## config.mk

```make
export PLATFORM = sky130hd
export DESIGN_NAME = atm_hec_inserter
export DESIGN_NICKNAME = d
export VERILOG_FILES = /design/src/rtl/atm_hec_pkg.sv /design/src/rtl/hec_cfg_reg.sv /design/src/rtl/hec_cell_tracker.sv /design/src/rtl/hec_crc_unit.sv /design/src/rtl/atm_hec_inserter.sv
export SDC_FILE = /design/constraint.sdc
export NUM_CORES = 1
export LEC_CHECK = 0
export BUFFER_PORTS_ARGS = -buffer_cell sky130_fd_sc_hd__buf_4
export CORE_ASPECT_RATIO = 0.5
export CORE_MARGIN = 5
export CORE_UTILIZATION = 50
export CTS_CLUSTER_SIZE = 10
export DETAILED_ROUTE_END_ITERATION = 10
export PLACE_DENSITY = 0.73
export SYNTH_ARGS = -nofsm -noshare
export SYNTH_HDL_FRONTEND = slang
export SYNTH_SLANG_ARGS = --single-unit
```

## constraint.sdc

```tcl
create_clock -name clk -period 3.1 [get_ports clk]
set_clock_uncertainty 0.15 [all_clocks]
set_input_delay 0.31 -clock clk [delete_from_list [all_inputs] [get_ports clk]]
set_output_delay 0.31 -clock clk [all_outputs]
set_load 0.02 [all_outputs]
```

## src/rtl/atm_hec_pkg.sv

```systemverilog
package atm_hec_pkg;

  localparam int unsigned OCTET_W = 8;

  // control register bit positions (host software relies on these)
  localparam int unsigned CTL_COSET_BIT    = 6;
  localparam int unsigned CTL_USER_INS_BIT = 5;
  localparam int unsigned CTL_IDLE_INS_BIT = 1;

  typedef struct packed {
    logic coset;
    logic ins_user;
    logic ins_idle;
  } hec_cfg_t;

  // one octet through the CRC, most significant bit first
  function automatic logic [OCTET_W-1:0] crc_octet_step(
    input logic [OCTET_W-1:0] crc_in,
    input logic [OCTET_W-1:0] octet,
    input logic [OCTET_W-1:0] poly
  );
    logic [OCTET_W-1:0] c;
    c = crc_in ^ octet;
    for (int b = 0; b < OCTET_W; b++) begin
      c = c[OCTET_W-1] ? ((c << 1) ^ poly) : (c << 1);
    end
    return c;
  endfunction

endpackage

```

## src/rtl/hec_cfg_reg.sv

```systemverilog
module hec_cfg_reg
  import atm_hec_pkg::*;
#(
  parameter logic [OCTET_W-1:0] RST_VALUE = 8'hF2
) (
  input  logic               clk,
  input  logic               rst_n,
  input  logic               wr,
  input  logic [OCTET_W-1:0] wdata,
  output hec_cfg_t           cfg_q
);

  localparam hec_cfg_t CFG_RST = '{
    coset:    RST_VALUE[CTL_COSET_BIT],
    ins_user: RST_VALUE[CTL_USER_INS_BIT],
    ins_idle: RST_VALUE[CTL_IDLE_INS_BIT]
  };

  hec_cfg_t wr_cfg;
  logic     unused_ctl_bits;

  assign wr_cfg.coset    = wdata[CTL_COSET_BIT];
  assign wr_cfg.ins_user = wdata[CTL_USER_INS_BIT];
  assign wr_cfg.ins_idle = wdata[CTL_IDLE_INS_BIT];
  // bits outside this block's function (scrambler and others) are dropped
  assign unused_ctl_bits = ^{wdata[7], wdata[4:2], wdata[0]};

  always_ff @(posedge clk or negedge rst_n) begin
    if (!rst_n)  cfg_q <= CFG_RST;
    else if (wr) cfg_q <= wr_cfg;
  end

endmodule

```

## src/rtl/hec_cell_tracker.sv

```systemverilog
module hec_cell_tracker
  import atm_hec_pkg::*;
#(
  parameter int unsigned CELL_LEN = 53,
  parameter int unsigned HDR_LEN  = 4
) (
  input  logic     clk,
  input  logic     rst_n,
  input  logic     accept,
  input  logic     soc,
  input  logic     idle_in,
  input  hec_cfg_t cfg_live,
  output logic     first,
  output logic     in_hdr,
  output logic     at_hec,
  output hec_cfg_t cell_cfg,
  output logic     cell_idle
);

  localparam int unsigned CNT_W = $clog2(CELL_LEN);
  localparam logic [CNT_W-1:0] LAST_POS = CNT_W'(CELL_LEN - 1);
  localparam logic [CNT_W-1:0] HEC_POS  = CNT_W'(HDR_LEN);

  logic [CNT_W-1:0] cnt_q;
  logic [CNT_W-1:0] pos;

  // a start marker realigns the count at once
  assign pos    = soc ? '0 : cnt_q;
  assign first  = (pos == '0);
  assign in_hdr = (pos < HEC_POS);
  assign at_hec = (pos == HEC_POS);

  always_ff @(posedge clk or negedge rst_n) begin
    if (!rst_n) begin
      cnt_q     <= '0;
      cell_cfg  <= '0;
      cell_idle <= 1'b0;
    end else if (accept) begin
      cnt_q <= (pos == LAST_POS) ? '0 : pos + 1'b1;
      if (first) begin
        cell_cfg  <= cfg_live;
        cell_idle <= idle_in;
      end
    end
  end

  // settings and idle flag frozen after octet 1 of a cell
  a_r6_cell_cfg_frozen: assert property (@(posedge clk) disable iff (!rst_n)
    (accept && !first) |=> ($stable(cell_cfg) && $stable(cell_idle)));

endmodule

```

## src/rtl/hec_crc_unit.sv

```systemverilog
module hec_crc_unit
  import atm_hec_pkg::*;
#(
  parameter logic [OCTET_W-1:0] POLY = 8'h07
) (
  input  logic               clk,
  input  logic               rst_n,
  input  logic               accept,
  input  logic               first,
  input  logic               in_hdr,
  input  logic [OCTET_W-1:0] data,
  output logic [OCTET_W-1:0] crc_q
);

  logic [OCTET_W-1:0] seed;
  logic [OCTET_W-1:0] crc_next;

  assign seed     = first ? '0 : crc_q;
  assign crc_next = crc_octet_step(seed, data, POLY);

  always_ff @(posedge clk or negedge rst_n) begin
    if (!rst_n)                  crc_q <= '0;
    else if (accept && in_hdr)   crc_q <= crc_next;
  end

endmodule

```

## src/rtl/atm_hec_inserter.sv

```systemverilog
module atm_hec_inserter
  import atm_hec_pkg::*;
#(
  parameter int unsigned        CELL_LEN = 53,
  parameter int unsigned        HDR_LEN  = 4,
  parameter logic [OCTET_W-1:0] POLY     = 8'h07,
  parameter logic [OCTET_W-1:0] COSET    = 8'h55,
  parameter logic [OCTET_W-1:0] CTL_RST  = 8'hF2
) (
  input  logic               clk,
  input  logic               rst_n,
  input  logic               cfg_wr,
  input  logic [OCTET_W-1:0] cfg_wdata,
  input  logic               s_valid,
  output logic               s_ready,
  input  logic [OCTET_W-1:0] s_data,
  input  logic               s_soc,
  input  logic               s_idle,
  output logic               m_valid,
  input  logic               m_ready,
  output logic [OCTET_W-1:0] m_data,
  output logic               m_soc,
  output logic               m_idle
);

  hec_cfg_t           cfg_live;
  hec_cfg_t           cell_cfg;
  logic               cell_idle;
  logic               first, in_hdr, at_hec;
  logic               accept;
  logic               insert_on;
  logic [OCTET_W-1:0] crc_q;
  logic [OCTET_W-1:0] hec_val;
  logic [OCTET_W-1:0] out_octet;
  logic               idle_d;

  assign s_ready = !m_valid || m_ready;
  assign accept  = s_valid && s_ready;

  hec_cfg_reg #(.RST_VALUE(CTL_RST)) u_cfg (
    .clk   (clk),
    .rst_n (rst_n),
    .wr    (cfg_wr),
    .wdata (cfg_wdata),
    .cfg_q (cfg_live)
  );

  hec_cell_tracker #(.CELL_LEN(CELL_LEN), .HDR_LEN(HDR_LEN)) u_track (
    .clk       (clk),
    .rst_n     (rst_n),
    .accept    (accept),
    .soc       (s_soc),
    .idle_in   (s_idle),
    .cfg_live  (cfg_live),
    .first     (first),
    .in_hdr    (in_hdr),
    .at_hec    (at_hec),
    .cell_cfg  (cell_cfg),
    .cell_idle (cell_idle)
  );

  hec_crc_unit #(.POLY(POLY)) u_crc (
    .clk    (clk),
    .rst_n  (rst_n),
    .accept (accept),
    .first  (first),
    .in_hdr (in_hdr),
    .data   (s_data),
    .crc_q  (crc_q)
  );

  assign insert_on = cell_idle ? cell_cfg.ins_idle : cell_cfg.ins_user;
  assign hec_val   = crc_q ^ (cell_cfg.coset ? COSET : '0);
  assign out_octet = (at_hec && insert_on) ? hec_val : s_data;
  assign idle_d    = first ? s_idle : cell_idle;

  always_ff @(posedge clk or negedge rst_n) begin
    if (!rst_n) begin
      m_valid <= 1'b0;
      m_data  <= '0;
      m_soc   <= 1'b0;
      m_idle  <= 1'b0;
    end else if (s_ready) begin
      m_valid <= s_valid;
      if (s_valid) begin
        m_data <= out_octet;
        m_soc  <= first;
        m_idle <= idle_d;
      end
    end
  end

  // an accepted octet shows up at the output the next cycle
  a_r7_one_cycle_latency: assert property (@(posedge clk) disable iff (!rst_n)
    accept |=> m_valid);

  // octets other than octet 5 leave unchanged
  a_r7_passthrough: assert property (@(posedge clk) disable iff (!rst_n)
    (accept && !at_hec) |=> (m_data == $past(s_data)));

  // with insertion off for the cell, octet 5 leaves as received
  a_r4_octet5_untouched: assert property (@(posedge clk) disable iff (!rst_n)
    (accept && at_hec && !insert_on) |=> (m_data == $past(s_data)));

  // stalled output holds
  a_r8_stall_hold: assert property (@(posedge clk) disable iff (!rst_n)
    (m_valid && !m_ready) |=>
      (m_valid && $stable(m_data) && $stable(m_soc) && $stable(m_idle)));

  // start marker on input gives start marker on output
  a_r9_soc_realign: assert property (@(posedge clk) disable iff (!rst_n)
    (accept && s_soc) |=> m_soc);

endmodule

```

* Word level (Yosys, flattened, before mapping)
Cells that the tools add are included.
** Cells by class
- Reductions and logical operators :: 8
- Magnitude comparators :: 1
- Bitwise operators :: 10
- $add $sub $neg :: 1
- Multiplexer cells :: 15
- Eq/ne operators :: 2
** Operators with widths (number)
- 3-bit 2-to-1 mux :: 8
- 3-bit inverter :: 8
- 8-bit 2-to-1 mux :: 2
- 6-bit 2-to-1 mux :: 2
- 8-bit by 7-bit bitwise XOR with 8-bit output :: 1
- 8-bit bitwise XOR :: 1
- 7-bit 2-to-1 mux :: 1
- 6-bit by 1-bit adder with 6-bit output, second input constant :: 1
- 6-bit by 3-bit == test with 1-bit output, second input constant :: 1
- 6-bit == test, second input constant :: 1
- 6-bit zero test :: 1
- 6-bit by 3-bit less-than comparator with 1-bit output, second input constant :: 1
- 2-bit AND reduction :: 2
- 1-bit logical AND :: 3
- 1-bit 2-to-1 mux :: 2
- 1-bit zero test :: 1
- 1-bit logical OR :: 1
** Word-level totals
- Register bits :: 32

* Logic depth before layout (Yosys ltp)
Gate-level depths: netlist of run 1.
- Depth after elaboration :: 20
- Mapped depth :: 11
- Mapped depth without buffers :: 9

* Cells and area by module
Synthesis of run 1 repeated with hierarchy kept, for this count alone.
** Unflattened totals
- Cell total of the unflattened synthesis :: 202
- Area, all modules :: 1956.9 µm²
** Modules (own cells, without submodules)
- hec_crc_unit :: sequential area each 200.2 µm², times used 1, area an instance 688.2 µm², cells each 83
- atm_hec_inserter :: sequential area each 275.3 µm², times used 1, area an instance 579.3 µm², cells each 57
- hec_cell_tracker :: sequential area each 250.2 µm², times used 1, area an instance 576.8 µm², cells each 56
- hec_cfg_reg :: sequential area each 78.8 µm², times used 1, area an instance 112.6 µm², cells each 6

* Least setup slack after synthesis of run 1
Ideal clock, no wire load.
- Path type :: register -> register
- Start :: register u_track.cnt_q[4]
- End :: register u_crc.crc_q[3]
- Library setup time :: 0.122 ns
- Path slack :: 0.808 ns
- Required time :: 2.828 ns
- Stages on the path, launching flop included :: 8
- Buffers on the path :: 1
- Arrival time :: 2.020 ns
- Clock period less this slack :: 2.292 ns
- Path through :: dfrtp_1 -> or4_4 -> a21o_1 -> buf_6 -> and2_4 -> xnor3_2 -> mux2i_1 -> a21oi_2
** Between the ends
- Cells in the longest elaborated chain, start to end :: 9
** Ends and longest elaborated chain
- from (decl) :: line hec_cell_tracker.sv:24 : logic [CNT_W-1:0] cnt_q;
- from (signal assigned) :: line hec_cell_tracker.sv:39 : cnt_q <= (pos == LAST_POS) ? '0 : pos + 1'b1;
- 6-bit 2-to-1 mux * :: line hec_cell_tracker.sv:28 : assign pos = soc ? '0 : cnt_q;
- 6-bit zero test :: line hec_cell_tracker.sv:29 : assign first = (pos == '0);
- 8-bit 2-to-1 mux :: line hec_crc_unit.sv:18 : assign seed = first ? '0 : crc_q;
- 8-bit bitwise XOR :: line atm_hec_pkg.sv:23 : c = crc_in ^ octet;
- 3-bit 2-to-1 mux :: line atm_hec_pkg.sv:25 : c = c[OCTET_W-1] ? ((c << 1) ^ poly) : (c << 1);
- 3-bit inverter (no source line)
- 3-bit 2-to-1 mux :: line atm_hec_pkg.sv:25
- 3-bit inverter (no source line)
- 3-bit 2-to-1 mux :: line atm_hec_pkg.sv:25
- to (signal assigned) :: line hec_crc_unit.sv:23 : else if (accept && in_hdr) crc_q <= crc_next;
- to (decl) :: line hec_crc_unit.sv:12 : output logic [OCTET_W-1:0] crc_q
Mark *: on every way between the ends. The rest lies on a longest branch, timed or not.
A chain may end at the register's enable or synchronous reset.

* Worst setup path after layout of run 1
- Start :: register u_track.cnt_q[0]
- End :: register u_crc.crc_q[3]
The elaborated chain is that of the path after synthesis.

==> results of run 1 <==
-- registers in the layout (all words and copies together) (netlist names) --
signal,count
m_idle,1
m_valid,1
u_track.cell_cfg,3
m_data,8
u_crc.crc_q,8
u_track.cnt_q,6
m_soc,1
u_cfg.cfg_q,3
-- area by class of cell --
class	instances	share of cell area
inverters	6	0.00971
clock buffers	6	0.0356
multi-input cells	159	0.473
clock inverters	2	0.0151
well taps	54	0.0291
repair buffers	31	0.101
flip-flops and latches	31	0.336
-- worst max path at each step --
stage,start,end,slack [ps],cells past startpoint
detailed placement,s_soc,u_crc.crc_q[3],490,10
finish,u_track.cnt_q[0],u_crc.crc_q[3],560,9
global placement,s_soc,u_crc.crc_q[3],540,10
CTS,u_track.cnt_q[0],u_crc.crc_q[3],580,9
global route,u_track.cnt_q[0],m_data[0],440,8
floorplan,u_track.cnt_q[4],u_crc.crc_q[3],810,7
-- cell usage after synthesis, types with 2 or more instances --
library cell / count / area [sq um]
xor2_1: 9 / 78.8
dfrtp_1: 28 / 701
or2_2: 2 / 12.5
nand2_1: 23 / 86.3
xnor2_1: 21 / 184
o41ai_1: 2 / 17.5
inv_1: 6 / 22.5
nor3_1: 2 / 10.0
dfstp_2: 3 / 78.8
buf_6: 4 / 45.0
clkbuf_1: 6 / 22.5
o21ai_0: 18 / 90.1
nor2_1: 15 / 56.3
mux2_2: 11 / 124
mux2i_1: 7 / 70.1
nand3_1: 6 / 30.0
o2bb2ai_1: 2 / 17.5
a21oi_1: 15 / 75.1
nor2b_1: 3 / 18.8
a21o_1: 4 / 30.0
ha_1: 2 / 25.0
-- routing by layer --
| metal | track usage | part of all wire |
|---|---|---|
| met1 | 0.195 | 0.47 |
| met2 | 0.272 | 0.49 |
| met3 | 0.0483 | 0.036 |
| met4 | 0.0862 | 0.0096 |
| met5 | 0 | 0 |
-- layout by cell type (no fill, tap or decap), types with 2 or more instances in the layout --
master and n:
or2_2 2, mux2_2 11, dfstp_2 3, buf_4 30, dfrtp_1 28, nor3_1 2
o41ai_1 2, nor2b_1 3, inv_1 6, ha_1 2, o2bb2ai_1 2, xnor2_1 21
nand2_1 23, clkbuf_8 6, nand3_1 6, a21oi_1 15, nor2_1 15, o21ai_0 18
mux2i_1 7, xor2_1 9, a21o_1 4
-- what timing repair did --
item | 4_1_cts | 5_1_grt
buffers inserted | 0 | 0
endpoints found under the hold margin | 28 | 0
hold buffers | 1 | 0
-- worst max-delay path: cells and delay by family, from the launching register on --
family	cells	cell delay, ps
compound gates	2	400
xor+xnor	1	340
fa+ha+maj	1	290
buf+inv	2	240
flops	1	360
mux	1	200
simple gates	2	450
-- power by group --
part,switching (mW),internal [mW],leakage [nW],total (mW)
combinational,0.385,0.448,0.626,0.833
clock,0.163,0.260,0.0612,0.423
sequential,0.164,0.515,0.372,0.679
-- cells by family (layout without fill, tap and decap cells) --
| kind of cell | count (synthesis) | in the layout | share of synthesized area |
|---|---|---|---|
| AND/OR/NAND/NOR | 59 | 59 | 0.141 |
| AO/OA/AOI/OAI | 49 | 49 | 0.159 |
| XOR/XNOR | 31 | 31 | 0.145 |
| flip-flops | 31 | 31 | 0.396 |
| multiplexers | 18 | 18 | 0.0984 |
| buffers and inverters | 17 | 45 | 0.0476 |
| adder cells (fa/ha/maj) | 2 | 2 | 0.0127 |
-- metrics by stage --
stage	utilization	total power [mW]	instance area, sq um	cells	hold WS [ps]
after floorplan	-	1.36	1970	207	-136
after global routing	0.604	2.05	2320	289	86.2
after detailed placement	0.570	1.52	2190	280	124
after global placement	0.570	1.48	2190	280	122
final	0.604	1.93	2320	289	96.4
after CTS	0.604	1.94	2320	289	88.6
==> metrics.md, run 1 <==
| Metric | Value |
|---|---|
| LEAKAGE | 1.06 nW |
| GRT Residual Overflow | 0 |
| Maximum buffer depth of the clock tree | 2 |
| Pwr Density | 834 nW/um^2 |
| Fin crit share | 0.819 |
| Root buf cell | clkbuf_8 |
| Starting Density | 0.513 |
| I/O Buffers | 29 |
| FF-to-FF Start | u_track.cnt_q[0] |
| GRT Total Usage | 0.163 |
| Critical path capture point type | flop |
| Std-Cell Rows | 16 |
| Setup TNS | 0 ps |
| Layout cells sized above 1 | 0.260 |
| Max Cap Viol | 0 |
| Vias in the first global route | about 1500 |
| Critical path launch point type | flop |
| Worst Path Max Fanout | 10 |
| Netlist cell types | 39 |
| Ys async rst share | 1.00 |
| Die width | 98.8 microns |
| Worst reg2reg setup slack | 560 ps |
| Cell mode on critical path | inv_1 |
| # DRC | 0 |
| Area of the core | 3840 sq um |
| Syn. warnings | 0 |
| WHS Path Cells | 2 |
| Total iterations of the first detailed-routing run | 4 |
| Status | completed |
| Die H | 54.4 microns |
| Fin crit period | around 2500 ps |
| Required time of the critical path | 3140 ps |
| Setup-failing EPs final | 0 |
| Gpl congestion | 0.743 |
| Max-slew violation count | 0 |
| Largest net degree at the start of global routing | 32 |
| Post-CTS sizing | 0 |
| Fmax | just under 0.4 GHz |
| Multi-input logic area | 1100 sq um |
| Clk sink count | 31 |
| Syn Area/Cell | 9.52 sq um |
| Vias | ~1600 |
| Post-Syn Area | 1970 sq um |
| Slew @ Worst Pin | 1060 ps |
| CTS tree | built |
| # IOs | 35 |
| Clk_lat worst skew | 300 ps |
| Cells on worst reg2reg path | 9 |
| Register area | 779 sq um |
| Initial antenna violation count | 0 |
| Post-synth EDFFs | 0 |
| Cell chain of the critical path | nor2b_1, inv_1, ha_1, inv_1, a21o_1, and2_4, xnor3_2, mux2i_1, a21oi_2 |
| Hold Crit Start | s_idle |
| Drt via density | 5.42 |
| Slowest cell delay on critical path | 360 ps |
| Slowest CP cell | dfrtp_1 |
| Net Count, Synth | around 230 |
| Rel. slew slack | 0.293 |
| Setup ws final | 562 ps |
| Clock edge transition at the registers on the reported setup and hold paths | 70 ps |
| H-tree levels | 2 |
| Final nets | 259 |
| WL/cell | 14.1 microns |
| Hold/Removal Path Class | input pin to flop |
| Synthesized flop and latch total | 31 |
| Critical path class | flop to flop |
| # fillers | 342 |
| Hold Path Sink | m_idle |
| Post-route ant nets | 0 |
| Area grow syn2layout | 17.7% |
| Synth Flop Type | dfrtp_1 |
| RSZ-0062 raised after global routing | false |
| Die Footprint | 5370 sq um |
| Dpl ws | 491 ps |
| Crit path DAT | 2580 ps |
| Starting DRT DRC Count | 75 |
| N_diodes | 0 |
| TritonCTS Buffers | 5 |
| Mapped Cells | 207 |
| Final hold violations | 0 |
| First-pass GRT wire length | roughly 6.7 mm |
| DP HPWL | 2.96 mm |
| Post-Route WL | 4.07 mm |
| Worst-case vdd ir drop | 0.000302 V |
| Reg2reg end | u_crc.crc_q[3] |
| Post-synthesis sequential area ratio | 0.396 |
Power figures use the tool's default switching activity.
==> run 2, diff against run 1 <==
--- a/config.mk
+++ b/config.mk
@@ -11,7 +11,7 @@
 export CORE_UTILIZATION = 50
 export CTS_CLUSTER_SIZE = 10
 export DETAILED_ROUTE_END_ITERATION = 10
-export PLACE_DENSITY = 0.73
+export PLACE_DENSITY = 0.75
 export SYNTH_ARGS = -nofsm -noshare
 export SYNTH_HDL_FRONTEND = slang
 export SYNTH_SLANG_ARGS = --single-unit
==> constraint.sdc (replaced) <==
create_clock -name clk -period 2.19 [get_ports clk]
set_clock_uncertainty 0.15 [all_clocks]
set_input_delay 0.219 -clock clk [delete_from_list [all_inputs] [get_ports clk]]
set_output_delay 0.219 -clock clk [all_outputs]
set_load 0.02 [all_outputs]
==> run 2 against run 1 <==
  * Non-clock buffer count rose by 12
  * Maximum frequency rose by 19%
  * Via count fell by 0.57%
  * Worst setup slack got worse by 510 ps
  * Routed wire length fell by 1.0%
  * Clock-buffer cell count did not move
  * Flip-flop and latch count did not move
  * Die area did not move
  * Combinational power rose by 54%
  * Sequential power rose by 38%
  * Final cell count rose by 4.2%
  * Clock power rose by 38%
  * Critical endpoint unchanged
==> metrics.md, run 2 (synthesis results as in run 1) <==
| Metric | Value |
|---|---|
| Status | completed |
| Setup TNS | 0 ps |
| Die Footprint | roughly 5400 sq um |
| Biggest registers after layout | m_data x8, u_crc.crc_q x8, u_track.cnt_q x6 |
| Starting Density | 0.513 |
| Drt via density | between 5 and 6 |
| Required time of the critical path | 2220 ps |
| GRT Total Usage | 0.158 |
| Layout cells sized above 1 | 0.308 |
| TritonCTS Buffers | 5 |
| Slowest cell delay on critical path | about 560 ps |
| Cells on worst reg2reg path | 6 |
| Worst reg2reg setup slack | 50 ps |
| Setup ws final | just under 50 ps |
| Slew @ Worst Pin | 407 ps |
| Critical path class | flop to flop |
| Final hold violations | 0 |
| N_diodes | 0 |
| FF-to-FF Start | u_track.cnt_q[5] |
| Die H | 54.4 microns |
| Commonest non-fill, non-tap cell in the layout | buf_4 |
| Top delay family on crit path | simple AND/OR/NAND/NOR gates |
| Count of buffer and inverter cells on the critical path | 0 |
| Gpl congestion | approximately 0.76 |
| Worst-case vdd ir drop | 0.000614 V |
| Levels on crit path | 6 |
| WL/cell | about 13 microns |
| RSZ-0062 raised after global routing | true |
| # fillers | 320 |
| Dpl ws | 73.6 ps |
| # IOs | 35 |
| CTS tree | built |
| I/O Buffers | 29 |
| Clock edge transition at the registers on the reported setup and hold paths | 70 ps |
| Cell chain of the critical path | or4_4, a21o_1, and2_4, xnor3_2, mux2i_2, a21oi_2 |
| Starting DRT DRC Count | 47 |
| CP endpoint | u_crc.crc_q[3] |
| Area of the core | 3840 sq um |
| Root buf cell | clkbuf_8 |
| LEAKAGE | 1.13 nW |
| Highest-count cells in the layout ignoring fill and taps | 42 x buf_4, 28 x dfrtp_1, 23 x nand2_1 |
| Placed Area | 2270 sq um |
| Vias | roughly 1600 |
| Worst Path Max Fanout | 4 |
| Maximum buffer depth of the clock tree | 2 |
| Reg2reg end | u_crc.crc_q[3] |
| Hold/Removal Path Class | input pin to flop |
| Max-slew violation count | 0 |
| Crit path DAT | 2170 ps |
| Fin crit period | 2140 ps |
| Clk sink count | 31 |
| Die width | between 90 and 100 microns |
| Pwr Density | 1150 nW/um^2 |
| H-tree levels | 2 |
| Final nets | roughly 270 |
| Post-route ant nets | 0 |
| Placed Instances | around 290 |
| Initial antenna violation count | 0 |
| Std-Cell Rows | 16 |
| Clk_lat worst skew | 290 ps |
| GRT Residual Overflow | 0 |
| CP Launch Point | u_track.cnt_q[5] |
| Fin crit share | 0.978 |
| Vias in the first global route | 1438 |
| Fmax | 0.467 GHz |
| First-pass GRT wire length | 6.60 mm |
| Total iterations of the first detailed-routing run | 4 |
| Post-Route WL | around 4.0 mm |
| Rel. slew slack | 0.728 |
| Post-Layout Cell Count | between 300 and 400 |
| Setup-failing EPs final | 0 |
| Fin area | 2430 sq um |
| # DRC | 0 |
| Critical path capture point type | flop |
| Max Cap Viol | 0 |
| Slowest CP cell | or4_4 |
| Design Power | around 2.8 mW |
| DP HPWL | between 3 and 4 mm |
| Area grow syn2layout | 23.2% |
| Hold Crit Start | s_idle |
| Critical path launch point type | flop |
| Largest net degree at the start of global routing | 32 |
-- run 2: changes by cell type in the layout (fill, tap and decap cells not counted) --
| cell | before | now |
|---|---|---|
| nor2b_4 | 0 | 1 |
| nor2b_1 | 3 | 2 |
| nor4bb_1 | 1 | 0 |
| nor4bb_2 | 0 | 1 |
| mux2i_1 | 7 | 6 |
| buf_4 | 30 | 42 |
| mux2i_2 | 0 | 1 |
-- run 2: layout make-up --
type                            count  area [sq um]  area share
Multi-Input combinational cell    159          1110       0.459
Sequential cell                    31           779       0.321
Timing Repair Buffer               43           325       0.134
Clock buffer                        6          82.6      0.0340
Tap cell                           54          67.6      0.0278
Clock inverter                      2          35.0      0.0144
Inverter                            6          22.5     0.00928
-- run 2: per-layer routing --
metal	track usage	routed length (microns)	vias to the layer above
li1	-	-	790
met1	0.199	1940	735
met2	0.276	1880	28
met3	0.0420	158	5
met4	0.0476	45	0
met5	0	0	-
-- run 2: how the worst min path moves through the flow --
stage | to | cells past startpoint
final | m_idle | 2
after global routing | m_idle | 2
after CTS | m_idle | 2
after floorplan | m_data[0] | 0
after detailed placement | u_track.cnt_q[0] | 1
after global placement | u_track.cnt_q[0] | 1
-- run 2: timing repair --
item | CTS | global route
resized for setup | 0 | 4
hold buffers | 1 | 0
endpoints found under the hold margin | 28 | 0
setup buffers | 0 | 1
endpoints found under the setup margin | 0 | 5
-- run 2: per-stage QoR --
step                utilization  hold slack, ps
finish                    0.632            12.0
floorplan                     -            -227
detailed placement        0.592            30.3
global placement          0.592            29.6
global route              0.632           0.783
CTS                       0.625            3.82
-- run 2: worst register-to-register path: cells and delay by family, from the launching register on --
| family | cells | cell delay, ps |
|---|---|---|
| flops | 1 | 380 |
| mux | 1 | 240 |
| simple gates | 2 | 720 |
| xor+xnor | 1 | 240 |
| compound gates | 2 | 300 |
-- run 2: report_power, final --
part           switching (mW)  internal, mW  total (mW)
registers               0.206         0.730       0.936
logic                   0.600         0.676        1.28
clock network           0.216         0.368       0.583
